## config.mk

```make
export PLATFORM = sky130hd
export DESIGN_NAME = xw_matcher
export DESIGN_NICKNAME = d
export VERILOG_FILES = /design/src/rtl/xw_pkg.sv /design/src/rtl/xw_win_cmp.sv /design/src/rtl/xw_prio_pick.sv /design/src/rtl/xw_matcher.sv
export SDC_FILE = /design/constraint.sdc
export NUM_CORES = 2
export LEC_CHECK = 0
export ABC_CLOCK_PERIOD_IN_PS = 800
export CAP_MARGIN = 5
export CORE_AREA = 2 2 288 290
export DETAILED_ROUTE_END_ITERATION = 8
export DIE_AREA = 0 0 290 292
export PLACE_DENSITY = 0.67
export SKIP_LAST_GASP = 1
export SYNTH_ARGS = -nofsm -noshare
export SYNTH_HDL_FRONTEND = slang
export SYNTH_SLANG_ARGS = --single-unit
```

## constraint.sdc

```tcl
create_clock -name clk_i -period 0.8 [get_ports clk_i]
set_input_delay 0.16 -clock clk_i [delete_from_list [all_inputs] [get_ports clk_i]]
set_output_delay 0.16 -clock clk_i [all_outputs]
set_load 0.005 [all_outputs]
```

## src/rtl/xw_pkg.sv

```systemverilog
package xw_pkg;
  typedef enum logic {XW_OUTBOUND = 1'b0, XW_INBOUND = 1'b1} xw_dir_e;
endpackage

```

## src/rtl/xw_win_cmp.sv

```systemverilog
module xw_win_cmp #(
  parameter int ADDR_W   = 64,
  parameter int PG_W     = 32,
  parameter int PG_SHIFT = 12,
  parameter int SIZE_W   = 6
) (
  input  logic              en_i,
  input  logic [SIZE_W-1:0] size_i,
  input  logic [PG_W-1:0]   base_pg_i,
  input  logic [PG_W-1:0]   tar_pg_i,
  input  logic [ADDR_W-1:0] addr_i,
  output logic              hit_o,
  output logic [ADDR_W-1:0] xlat_o
);
  localparam int EXT_W = ADDR_W + 1;

  logic [ADDR_W-1:0] base_a, tar_a;
  logic [EXT_W-1:0]  span, limit;
  logic              above, below;

  assign base_a = ADDR_W'(base_pg_i) << PG_SHIFT;
  assign tar_a  = ADDR_W'(tar_pg_i) << PG_SHIFT;

  // extra top bit lets the limit pass 2^ADDR_W: clamp comes for free
  assign span   = EXT_W'(2) << size_i;
  assign limit  = {1'b0, base_a} + span;
  assign above  = addr_i >= base_a;
  assign below  = {1'b0, addr_i} < limit;

  assign hit_o  = en_i & above & below;
  assign xlat_o = tar_a + (addr_i - base_a);
endmodule

```

## src/rtl/xw_prio_pick.sv

```systemverilog
module xw_prio_pick #(
  parameter int N     = 4,
  parameter int IDX_W = 2
) (
  input  logic [N-1:0]     req_i,
  output logic             any_o,
  output logic [IDX_W-1:0] idx_o
);
  always_comb begin
    idx_o = '0;
    for (int i = N - 1; i >= 0; i--) begin
      if (req_i[i]) idx_o = IDX_W'(i);
    end
  end

  assign any_o = |req_i;

  always_comb begin
    if (any_o) p_pick_is_req_r5: assert (req_i[idx_o]);
  end
endmodule

```

## src/rtl/xw_matcher.sv

```systemverilog
module xw_matcher
  import xw_pkg::*;
#(
  parameter int      NUM_WIN  = 4,
  parameter int      ADDR_W   = 64,
  parameter int      PG_W     = 32,
  parameter int      PG_SHIFT = 12,
  parameter int      SIZE_W   = 6,
  parameter xw_dir_e DIR      = XW_INBOUND,
  localparam int     IDX_W    = (NUM_WIN > 1) ? $clog2(NUM_WIN) : 1
) (
  input  logic                      clk_i,
  input  logic                      rst_ni,
  input  logic                      req_valid_i,
  input  logic [ADDR_W-1:0]         req_addr_i,
  input  logic                      bus_claim_i,
  input  logic [NUM_WIN-1:0]        win_en_i,
  input  logic [NUM_WIN*SIZE_W-1:0] win_size_i,
  input  logic [NUM_WIN*PG_W-1:0]   win_base_i,
  input  logic [NUM_WIN*PG_W-1:0]   win_tar_i,
  output logic                      valid_o,
  output logic                      hit_o,
  output logic [IDX_W-1:0]          win_idx_o,
  output logic [ADDR_W-1:0]         xlat_addr_o
);
  logic [NUM_WIN-1:0] win_hit;
  logic [ADDR_W-1:0]  win_xl [NUM_WIN];
  logic               any_hit, claim_eff, nxt_hit;
  logic [IDX_W-1:0]   pick_idx;

  for (genvar g = 0; g < NUM_WIN; g++) begin : g_win
    xw_win_cmp #(
      .ADDR_W(ADDR_W), .PG_W(PG_W), .PG_SHIFT(PG_SHIFT), .SIZE_W(SIZE_W)
    ) u_cmp (
      .en_i     (win_en_i[g]),
      .size_i   (win_size_i[g*SIZE_W +: SIZE_W]),
      .base_pg_i(win_base_i[g*PG_W +: PG_W]),
      .tar_pg_i (win_tar_i[g*PG_W +: PG_W]),
      .addr_i   (req_addr_i),
      .hit_o    (win_hit[g]),
      .xlat_o   (win_xl[g])
    );
  end

  xw_prio_pick #(.N(NUM_WIN), .IDX_W(IDX_W)) u_pick (
    .req_i(win_hit),
    .any_o(any_hit),
    .idx_o(pick_idx)
  );

  // inbound windows sit below the direct bus decode
  if (DIR == XW_INBOUND) begin : g_inb
    assign claim_eff = bus_claim_i;
  end else begin : g_outb
    assign claim_eff = 1'b0;
  end

  assign nxt_hit = req_valid_i & ~claim_eff & any_hit;

  always_ff @(posedge clk_i or negedge rst_ni) begin
    if (!rst_ni) begin
      valid_o     <= 1'b0;
      hit_o       <= 1'b0;
      win_idx_o   <= '0;
      xlat_addr_o <= '0;
    end else begin
      valid_o     <= req_valid_i;
      hit_o       <= nxt_hit;
      win_idx_o   <= nxt_hit ? pick_idx : '0;
      xlat_addr_o <= nxt_hit ? win_xl[pick_idx] : '0;
    end
  end

  p_miss_zero_r8: assert property (@(posedge clk_i) disable iff (!rst_ni)
    !hit_o |-> (win_idx_o == '0 && xlat_addr_o == '0));

  p_hit_has_valid_r9: assert property (@(posedge clk_i) disable iff (!rst_ni)
    hit_o |-> valid_o);

  p_idle_next_r9: assert property (@(posedge clk_i) disable iff (!rst_ni)
    !req_valid_i |=> (!valid_o && !hit_o));

  p_req_next_r9: assert property (@(posedge clk_i) disable iff (!rst_ni)
    req_valid_i |=> valid_o);

  p_claim_blocks_r7: assert property (@(posedge clk_i) disable iff (!rst_ni)
    (DIR == XW_INBOUND && bus_claim_i) |=> !hit_o);

  p_all_off_r1: assert property (@(posedge clk_i) disable iff (!rst_ni)
    (win_en_i == '0) |=> !hit_o);
endmodule

```

==> results by group <==
Setup path
  • Req. time, crit path: 1.07 ns
  • Slowest CP cell: nor4_4
  • Max Fanout on Critical Path: 4
  • Critical Path Source: win_size_i[0]
  • CP Capture Type: flop
  • Startpoint types: primary input
  • Crit path DAT: 7.38 ns
  • Kind of critical path: in -> reg
  • CP endpoint: xlat_addr_o[59]$_DFF_PN0_
  • Crit path largest cell delay: 0.35 ns
  • Cell mode on critical path: buf_4

STA
  • Final Setup Violations: 135
  • Slew Viols, Final: 0
  • Worst slew pin tran: about 0.7 ns
  • Final Hold Vio Count: 0
  • RSZ-0062 raised after global routing: yes
  • Final setup margin: -6.31 ns
  • Final period util: 888%
  • Period minus WS final: 7.11 ns
  • Max frequency: 0.141 GHz
  • Slew headroom: 53.7%

Placement
  • DP Wirelength: around 150000 um
  • GPL Wtd Cong: 1.06
  • IO Port Bufs: 419
  • Dpl ws: -7.35 ns
  • Placed cell count: 7397

Layout
  • Final nets: 7668
  • Non-filler instance count after layout: 7578
  • Finished Core Util: approximately 65%
  • Share of layout cells above drive strength 1: 32.5%
  • Area grow syn2layout: 63.4%

Clocking
  • Number of H-tree levels: 3
  • TritonCTS Sinks: 68
  • CTS tree: built
  • Worst-path clk slew: ~0.060 ns
  • CTS root buffer: clkbuf_16
  • TritonCTS Buffers: 9
  • Clock buffer depth: 2

GRT
  • Number of global-route vias before repair: 41326
  • Largest net degree at the start of global routing: 22
  • Initial antenna violation count: 15
  • First-pass GRT wire length: 245000 um
  • GRT overflow: 0
  • Global Route Usage Sum: approximately two fifths

Routing
  • Via count: about 43000
  • Average vias per placed instance: 5.65
  • DRT iter0 DRCs: 4009
  • 1st-pass router iterations: 6
  • Drt wl/cell: between 20 and 25 um
  • Drt total wl: 173000 um
  • Detail Route Antenna Nets: 0
  • DRC Markers: 0

Synth
  • Main flop type after synthesis: dfrtp_1
  • Syn Nets: approximately 5600
  • Post-synth cell types: 88
  • Warnings from Yosys: 0
  • Sequential share of the synthesized area: 5.24%
  • Syn Area/Cell: 7.25 um^2
  • Mapped Area: 32500 um^2
  • Post-synth EDFFs: 0
  • Synthesized instance count: between 4000 and 5000
  • Yosys reg bits: 68
  • Post-synth ARST share: 100%

Floorplanning
  • Row count: 105
  • Die Height: 292 um
  • Die Span X: around 290 um
  • Core area: between 80000 and 90000 um^2
  • Initial core utilization: just under 40%
  • Num ports: 420
  • Total Die Area: around 85000 um^2

Status
  • Violations in the final reports: setup timing
  • Status: finished, violations left

Power and ir drop
  • Lkg Pwr: 27.9 nW
  • VDD IR max: 0.984 mV
  • PwrDens: 1030 nW/um^2

Hold path
  • Worst hold path type: in -> async

Job
  • Max cap viols: 0
## synth_stat cells, types with 40 or more instances
cell	instances	area [um^2]
fa_1	132	2640
dfrtp_1	68	1700
nand3_1	105	526
xnor2_1	156	1370
nor2_1	363	1360
clkbuf_1	68	255
o21bai_1	53	398
xor2_1	95	832
nand2b_1	61	382
ha_1	688	8610
a21oi_1	418	2090
a211oi_1	59	443
a21o_1	210	1580
o21ai_0	208	1040
inv_1	681	2560
and3_1	40	250
nand4_1	100	626
nor3_1	89	445
nor2b_1	64	400
nand2_1	357	1340
## placed cells by master, fill, tap and decap left out, types with 100 or more instances in the layout
cell type           n
nand2_1           335
a21oi_1           366
fa_1              128
clkdlybuf4s50_1   324
a21o_1            208
xnor2_1           153
inv_1             677
nand4_1           100
o21ai_0           172
nor2_1            320
buf_4            1562
ha_1              680
## what timing repair did
item,in CTS,in global routing
hold buffers,1,0
hold endpoints to repair,68,0
buffers inserted,116,56
setup endpoints to repair,135,135
pin swaps,173,159
resized for setup,324,398
gates cloned,7,8
## area by class of cell
cell class	instances	area, um^2
Clock buffer	10	239
Inverter	682	2580
Antenna cell	7	17.5
Clock inverter	6	70.1
Tap cell	1070	1340
Timing Repair Buffer	2084	17200
Fill cell	7013	28600
Sequential cell	68	1700
Multi-Input combinational cell	3651	29900
## worst max-delay path, delay by kind of cell
family / cells / cell delay, ns
buffers and inverters: 23 / 2.97
adders and majority gates: 2 / 0.66
AOI/OAI and AO/OA: 7 / 0.90
and+or+nand+nor: 15 / 2.70
## through the flow
step                      total power, mW  area (um^2)  hold WS [ns]  TNS (ns)
after CTS                            51.3        52000         0.230   -411.75
after global placement               44.2        49500        0.0579   -449.58
after detailed placement             44.8        49500        0.0562   -461.76
final                                54.5        53000         0.227   -402.49
after global routing                 57.9        53000         0.251   -413.13
after floorplan                      24.0        33000        -0.136   -327.98
## power breakdown
| group | internal [mW] | switching, mW | leakage [nW] |
|---|---|---|---|
| sequential | 3.67 | 0.0712 | 0.933 |
| combinational | 22.4 | 24.2 | 26.8 |
| clock | 2.52 | 1.64 | 0.142 |
| total | 28.6 | 26.0 | 27.9 |
## how the worst min path moves through the flow
stage                 endpoint  slack (ns)  depth (start not counted)
3_5_place_dp   hit_o$_DFF_PN0_        0.06                          1
4_1_cts        hit_o$_DFF_PN0_        0.23                          2
5_1_grt        hit_o$_DFF_PN0_        0.25                          2
2_1_floorplan  hit_o$_DFF_PN0_       -0.14                          0
3_3_place_gp   hit_o$_DFF_PN0_        0.06                          1
6_report       hit_o$_DFF_PN0_        0.23                          2
## per-layer routing
metal / global-route usage, % / up-vias / routed length, um
met5: 0 / - / 108
met4: 19.3 / 16 / 10600
met3: 7.06 / 547 / 18400
met2: 60.5 / 2283 / 74200
met1: 50.6 / 20156 / 70000
li1: - / 19791 / -
## state kept, by name, indices dropped and copies added (netlist names)
signal	count
hit_o	1
win_idx_o	2
xlat_addr_o	64
valid_o	1
## logic make-up after synthesis
group / synth area share (%)
AND/OR/NAND/NOR: 19.9
AO/OA/AOI/OAI: 24.4
adder cells (fa/ha/maj): 34.7
buffers and inverters: 8.76
XOR/XNOR: 6.77
flip-flops: 5.24
multiplexers: 0.251
No activity file was read; power rests on OpenSTA's default activity.
